`src/rtl/interval_tick_timer.sv`:
```
module interval_tick_timer #(
  parameter int CNT_W = 64,
  parameter int CMP_W = 32,
  parameter int GUARD = 500
) (
  input  logic        clk,
  input  logic        rst_n,
  input  logic        wr_en,
  input  logic [2:0]  addr,
  input  logic [31:0] wdata,
  output logic [31:0] rdata,
  output logic        irq,
  output logic        tick_valid,
  output logic [31:0] tick_count
);
  localparam logic [2:0] A_CLO = 3'd0, A_CHI = 3'd1, A_CMP = 3'd2, A_PER = 3'd3, A_CTL = 3'd4;

  typedef enum logic [1:0] {S_IDLE, S_CATCH, S_ARM} state_t;

  state_t             st;
  logic [CNT_W-1:0]   cnt, exp_t;
  logic [CMP_W-1:0]   cmp;
  logic [31:0]        period, per_q, n_q;
  logic               en, msk, pend;

  wire [CNT_W-1:0] per_x   = CNT_W'(per_q);
  wire [CNT_W-1:0] nxt     = exp_t + per_x;
  wire [CNT_W-1:0] gap_nxt = nxt - cnt;
  wire [CNT_W-1:0] gap_arm = exp_t - cnt;
  wire             late    = (gap_arm <= CNT_W'(GUARD)) || (gap_arm > per_x);
  wire [CNT_W-1:0] fin     = late ? nxt : exp_t;
  wire             ctl_wr  = wr_en && addr == A_CTL;
  wire             match   = en && st == S_IDLE && cnt[CMP_W-1:0] == cmp;

  assign irq = pend && !msk;

  always_comb begin
    case (addr)
      A_CLO:   rdata = cnt[31:0];
      A_CHI:   rdata = cnt[63:32];
      A_PER:   rdata = period;
      A_CTL:   rdata = {29'd0, pend, msk, en};
      default: rdata = '0;
    endcase
  end

  always_ff @(posedge clk) begin
    if (!rst_n) begin
      cnt        <= '0;
      exp_t      <= '0;
      cmp        <= '0;
      period     <= '0;
      per_q      <= '0;
      n_q        <= '0;
      en         <= 1'b0;
      msk        <= 1'b0;
      pend       <= 1'b0;
      st         <= S_IDLE;
      tick_valid <= 1'b0;
      tick_count <= '0;
    end else begin
      cnt        <= cnt + 1'b1;
      tick_valid <= 1'b0;

      if (wr_en && addr == A_PER) period <= wdata;
      if (wr_en && addr == A_CMP) cmp <= wdata[CMP_W-1:0];
      if (ctl_wr) begin
        en  <= wdata[0];
        msk <= wdata[1];
        if (wdata[2]) pend <= 1'b0;
        if (wdata[0] && !en) begin
          exp_t <= cnt + CNT_W'(period);
          cmp   <= cnt[CMP_W-1:0] + period[CMP_W-1:0];
        end
      end

      case (st)
        S_IDLE: if (match) begin
          pend  <= 1'b1;
          per_q <= period;
          n_q   <= '0;
          st    <= S_CATCH;
        end
        S_CATCH: begin
          exp_t <= nxt;
          n_q   <= n_q + 1'b1;
          if (gap_nxt <= per_x) st <= S_ARM;
        end
        S_ARM: begin
          exp_t      <= fin;
          cmp        <= fin[CMP_W-1:0];
          tick_valid <= 1'b1;
          tick_count <= n_q;
          st         <= S_IDLE;
        end
        default: st <= S_IDLE;
      endcase
    end
  end
endmodule


```
`config.mk`:
```
export PLATFORM = sky130hd
export DESIGN_NAME = interval_tick_timer
export DESIGN_NICKNAME = d
export VERILOG_FILES = /design/src/rtl/interval_tick_timer.sv
export SDC_FILE = /design/constraint.sdc
export NUM_CORES = 1
export LEC_CHECK = 0
export ABC_AREA = 1
export BUFFER_PORTS_ARGS = -buffer_cell sky130_fd_sc_hd__buf_2
export CORE_MARGIN = 4
export CORE_UTILIZATION = 33
export DETAILED_ROUTE_END_ITERATION = 12
export PLACE_DENSITY = 0.59
export SYNTH_ARGS = -nofsm -noshare
export SYNTH_HDL_FRONTEND = slang
export SYNTH_SLANG_ARGS = --single-unit
```
`constraint.sdc`:
```
create_clock -name clk -period 6.5 [get_ports clk]
set_input_delay 1.95 -clock clk [delete_from_list [all_inputs] [get_ports clk]]
set_output_delay 1.95 -clock clk [all_outputs]
set_load 0.02 [all_outputs]
```
======== After elaboration in Yosys (flattened, before gate mapping) ========
Cells that the tools add are included.
word-level totals
  bits in registers ....................... 294
  bits of input ports ..................... 38
  output and inout port bits .............. 66
  logic and storage cells ................. 72
cells by class
  add/subtract/negate cells ............... 7
  order comparisons ....................... 3
  eq/ne operators ......................... 10
  muxes and demuxes ....................... 19
  reduce and logical (&&, ||, !) cells .... 20
operators by type and width
  kind                                                             number
  two-way mux 64 bit                                               3
  two-way mux 32 bit                                               5
  adder 64 x 32 -> 64 bit                                          2
  case mux 32 bit (4 select lines)                                 1
  case mux 64 bit (2 select lines)                                 1
  subtractor 64 bit                                                2
  adder 64 x 1 -> 64 bit, second input constant                    1
  > comparator 64 x 32 -> 1 bit                                    1
  less-or-equal comparator 64 x 32 -> 1 bit                        1
  less-or-equal comparator 64 x 9 -> 1 bit, second input constant  1
  case mux 32 bit (2 select lines)                                 1
  adder 32 x 1 -> 32 bit, second input constant                    1
  adder 32 bit                                                     1
  equality test 32 bit                                             1
  AND reduction 2 bit                                              4
  logical AND 1 bit                                                7
  equality test 3 x 2 -> 1 bit, second input constant              2
  != test 2 bit, second input constant                             3
  nonzero test 3 bit                                               2
  two-way mux 1 bit                                                5
  two-way mux 2 bit                                                2
  case mux 2 bit (2 select lines)                                  1
  equality test 3 x 1 -> 1 bit, second input constant              1
  equality test 3 bit, second input constant                       1
  8 further kinds                                                  9

======== Longest topological paths before layout ========
  word-level depth ........................ 6
  depth in mapped cells ................... 45
  mapped depth without buffers ............ 45

======== Least setup slack after synthesis ========
Ideal clock, no wire load.
  path type ............................... flip-flop to flip-flop
  from .................................... reg exp_t[0]
  to ...................................... reg st[0]
  library setup time ...................... 0.115 ns
  arrival ................................. 4.936 ns
  slack ................................... 1.449 ns
  stages on the path, launching flop included .. 40
  buffers on the path ..................... 0
  clock period less this slack ............ 5.051 ns
  cells stage by stage .................... dfxtp_1 > ha_1 > fa_1 > nand3_1 > nand2_1 > a21oi_1 > inv_1 > nand2_1 > nand2_1 > nand3_1 > nand2_1 > nand2_1 > nand2_1 > nand2_1 > nand2_1 > xor2_1 > ha_1 > a21o_1 > [... 4 more ...] > a21o_1 > xor2_1 > ha_1 > nand2_1 > nor2_1 > nand4_1 > nor3_1 > nand4_1 > nand2_1 > nand3_1 > nor2_1 > nand3b_1 > nor2_1 > nand3_1 > nor2_1 > nand3_1 > a21oi_1 > nor2_1
between the ends
  longest elaborated chain between the ends .. 5
ends and longest elaborated chain
  element                                    line  source
  start, declared                            21    logic [CNT_W-1:0] cnt, exp_t;
  start signal, assigned                     72    exp_t <= cnt + CNT_W'(period);
  start signal, assigned                     85    exp_t <= nxt;
  start signal, assigned                     90    exp_t <= fin;
  adder 64 x 32 -> 64 bit                    27    wire [CNT_W-1:0] nxt = exp_t + per_x;
  subtractor 64 bit                          28    wire [CNT_W-1:0] gap_nxt = nxt - cnt;
  less-or-equal comparator 64 x 32 -> 1 bit  87    if (gap_nxt <= per_x) st <= S_ARM;
  != test 2 bit (no source line)             -
  AND reduction 2 bit (no source line)       -
  end signal, assigned                       87
  end signal, assigned                       94    st <= S_IDLE;
  end signal, assigned                       96    default: st <= S_IDLE;
  end, declared                              20    state_t st;
No other way between the ends.
A chain may end at the register's enable or synchronous reset.

======== Worst setup path in the final report ========
Same ends and word-level chain as after synthesis.

==> summary.txt <==
Outcome
  • Status: completed

Detailed routing
  • First-pass iteration count of the detailed router: 6
  • Post-route DRC: 0
  • Antenna viol nets, final: 0
  • 1st-iter DRT viols: 4114
  • Total number of vias: 38000
  • Vias per inst: 5.39
  • Wirelength per Cell: 22.1 um
  • Final WL: 156 mm

STA
  • Layout Skew: 38.4 ps
  • RSZ-0062 raised after global routing: true
  • Tightest Pin Transition: 1010 ps
  • Setup TNS: 0 ps
  • Fin. Hold Viols: 0
  • Slew Limit Fails: 0
  • Final setup fails: 0
  • Worst Hold Slack: 465 ps
  • Slew HR: 0.318
  • Crit share post-route: 0.941
  • Post-layout min period: 6120 ps
  • FMAX: 163 MHz

CTS
  • Max H-tree Level: 2
  • Clock sink total: 294
  • Longest Clk Path Bufs: 3
  • Clock Tree Root: clkbuf_16
  • Clock slew at reported path FFs: 60 ps
  • Clock latency on the worst-skew pair: 590 ps
  • TritonCTS clock tree: done
  • Number of CTS-inserted buffers: 34
  • CTS Hold Bufs: 0

Floorplanning
  • FP Rows: 114
  • # IOs: 104
  • Die Ht: 321 um
  • Die area: 0.103 mm^2
  • Initial Util: 0.334
  • DIE WIDTH: 321 um
  • Core ar.: 0.0971 mm^2

Layout
  • Fillers: 10900
  • Layout cells sized above 1: 0.0688
  • Post-route cell area: 0.0362 mm^2
  • Area grow syn2layout: 11.8%
  • Net count, final: 6048

Placed design
  • HPWL after DPL: 132 mm
  • Gpl congestion: 1.03
  • I/O Buffers: 103
  • Area after DPL: 0.0350 mm^2

Yosys
  • Yosys warns: 0
  • Post-synth net total: 5909
  • Main flop type after synthesis: dfxtp_1
  • Yosys reg bits: 294
  • Post-Syn Area: 0.0324 mm^2
  • Register area share after synthesis: 0.182
  • Mapped Avg Cell Area: 5.78 um^2
  • Synth async-reset ratio: 0
  • EDFF count, synth: 0
  • Synth unique cells: 64
  • Post-Syn Instances: 5608

Power
  • Switching share of power: 0.557
  • Max VDD drop: 0.193 mV
  • Internal: 6090 uW
  • Reg power frac: 0.146
  • NetSw: 7680 uW
  • Clock power frac: 0.151
  • Total leakage power: 0.0185 uW
  • P per Cell Area: 380 mW/mm^2
  • Combinational Power Share: 0.703

Global routing
  • Vias in the first global route: 34900
  • First-pass GRT wire length: 224 mm
  • Total track usage: 0.290
  • Initial antenna violation count: 2
  • Most used routing layer: met2
  • GR Layer Usage met2: 0.435
  • Largest net degree at the start of global routing: 203
  • Met1 Track Usage GR: 0.410
  • GR Util met3: 0.0469
  • Grt ovf: 0

Worst setup path
  • CP max stage cell: ha_1
  • CP most frequent cell: nand2_1
  • Critical path type: reg -> reg
  • Critical path endpoint category: flip-flop
  • Crit Path Max Fanout: 4
  • Critical Path Start Type: flip-flop
  • Slowest stage delay, CP: 430 ps
  • Data required, critical path: 7000 ps
  • CP arrival: 6620 ps

Worst hold path
  • HP Class: reg -> reg

Run
  • Max-cap violations: 0
cell type report:
cell class | count | area [um^2] | area share
diodes | 1 | 2.50 | 0.0000690
clock buffers | 47 | 980 | 0.0270
clock inverters | 15 | 183 | 0.00504
inverters | 983 | 3690 | 0.102
multi-input cells | 4212 | 22400 | 0.619
flip-flops and latches | 294 | 5890 | 0.162
well taps | 1276 | 1600 | 0.0440
repair buffers | 222 | 1480 | 0.0408
power by group through the flow:
stage / registers (uW) / logic, uW / clock network (uW)
floorplan: 1980 / 6410 / 0
global placement: 2040 / 9420 / 0
detailed placement: 2040 / 9450 / 0
CTS: 2000 / 9490 / 2110
global route: 2010 / 10800 / 2170
finish: 2010 / 9680 / 2080
cells by family (layout without fill, tap and decap cells):
logic type	Yosys count	in the layout	synth area share
other cells	0	1	0
compound gates	1095	1095	0.186
buf+inv	1102	1267	0.131
xor+xnor	165	165	0.0446
flops	294	294	0.182
simple gates	2685	2685	0.353
mux	4	4	0.00123
fa+ha+maj	263	263	0.102
sequential cells by signal, indices dropped and copies added, names as in the netlist, 2 cells and up:
register	cells
cmp	32
cnt	64
exp_t	64
n_q	32
per_q	32
period	32
st	2
tick_count	32
worst paths after layout:
kind / startpoint / slack [ps] / end / cells past startpoint
worst min-delay path: n_q[31] / 460 / n_q[31] / 1
worst max register to register: exp_t[0] / 380 / st[0] / 39
worst min register to register: n_q[31] / 460 / n_q[31] / 1
worst max-delay path: exp_t[0] / 380 / st[0] / 39
timing repair:
| action | 4_1_cts | 5_1_grt |
|---|---|---|
| setup buffers | 0 | 1 |
| gates resized for setup | 0 | 23 |
| setup endpoints to repair | 0 | 4 |
critical path, delay by kind of cell (launching register included):
family | cells | cell delay (ps)
AOI/OAI and AO/OA | 6 | 910
xor gates and xnor gates | 2 | 490
adders and majority gates | 4 | 1370
buffers and inverters | 4 | 360
DFF | 1 | 330
and+or+nand+nor | 23 | 2580
Yosys cell counts (9+ instances only):
master / count / area, um^2
o21a_1: 32 / 240
a21oi_1: 514 / 2570
buf_6: 11 / 124
inv_2: 14 / 52.6
nor4_1: 48 / 300
inv_1: 959 / 3600
dfxtp_1: 294 / 5890
nand4_1: 99 / 619
nand2_1: 1443 / 5420
o22ai_1: 13 / 81.3
a21o_1: 21 / 158
clkbuf_1: 93 / 349
clkinv_1: 9 / 33.8
ha_1: 259 / 3240
o21bai_1: 16 / 120
nor3_1: 114 / 571
o21ai_0: 324 / 1620
nand2_2: 14 / 87.6
nor2_2: 18 / 113
nand3b_1: 38 / 285
nor2_1: 582 / 2180
nand3_1: 276 / 1380
o221ai_1: 32 / 280
buf_1: 10 / 37.5
xnor2_1: 36 / 315
xor2_1: 129 / 1130
o21ai_1: 51 / 255
or2_2: 12 / 75.1
a31oi_1: 25 / 156
o2111ai_1: 16 / 140
cell usage in the layout (no fill, tap or decap), types with 112 or more instances in the layout:
cell type / n
inv_1: 958
a21oi_1: 510
nor2_1: 579
dfxtp_1: 294
buf_4: 114
nor3_1: 112
xor2_1: 127
o21ai_0: 323
nand2_1: 1440
nand3_1: 274
ha_1: 256
routing by layer:
metal | wire [um] | share of wire
met4 | 7530 | 0.048
met3 | 14600 | 0.094
met5 | 13 | 0.000084
met1 | 69400 | 0.45
met2 | 63900 | 0.41
stage by stage:
step	instances	power, uW	utilization	setup slack (ps)
after floorplan	5608	8400	-	1450
after global placement	6986	11500	0.360	350
after detailed placement	6986	11500	0.360	237
after CTS	7048	13600	0.372	210
after global routing	7049	15000	0.373	-64.5
final	7050	13800	0.373	383
Note: power is estimated with default switching activity, not from simulation.
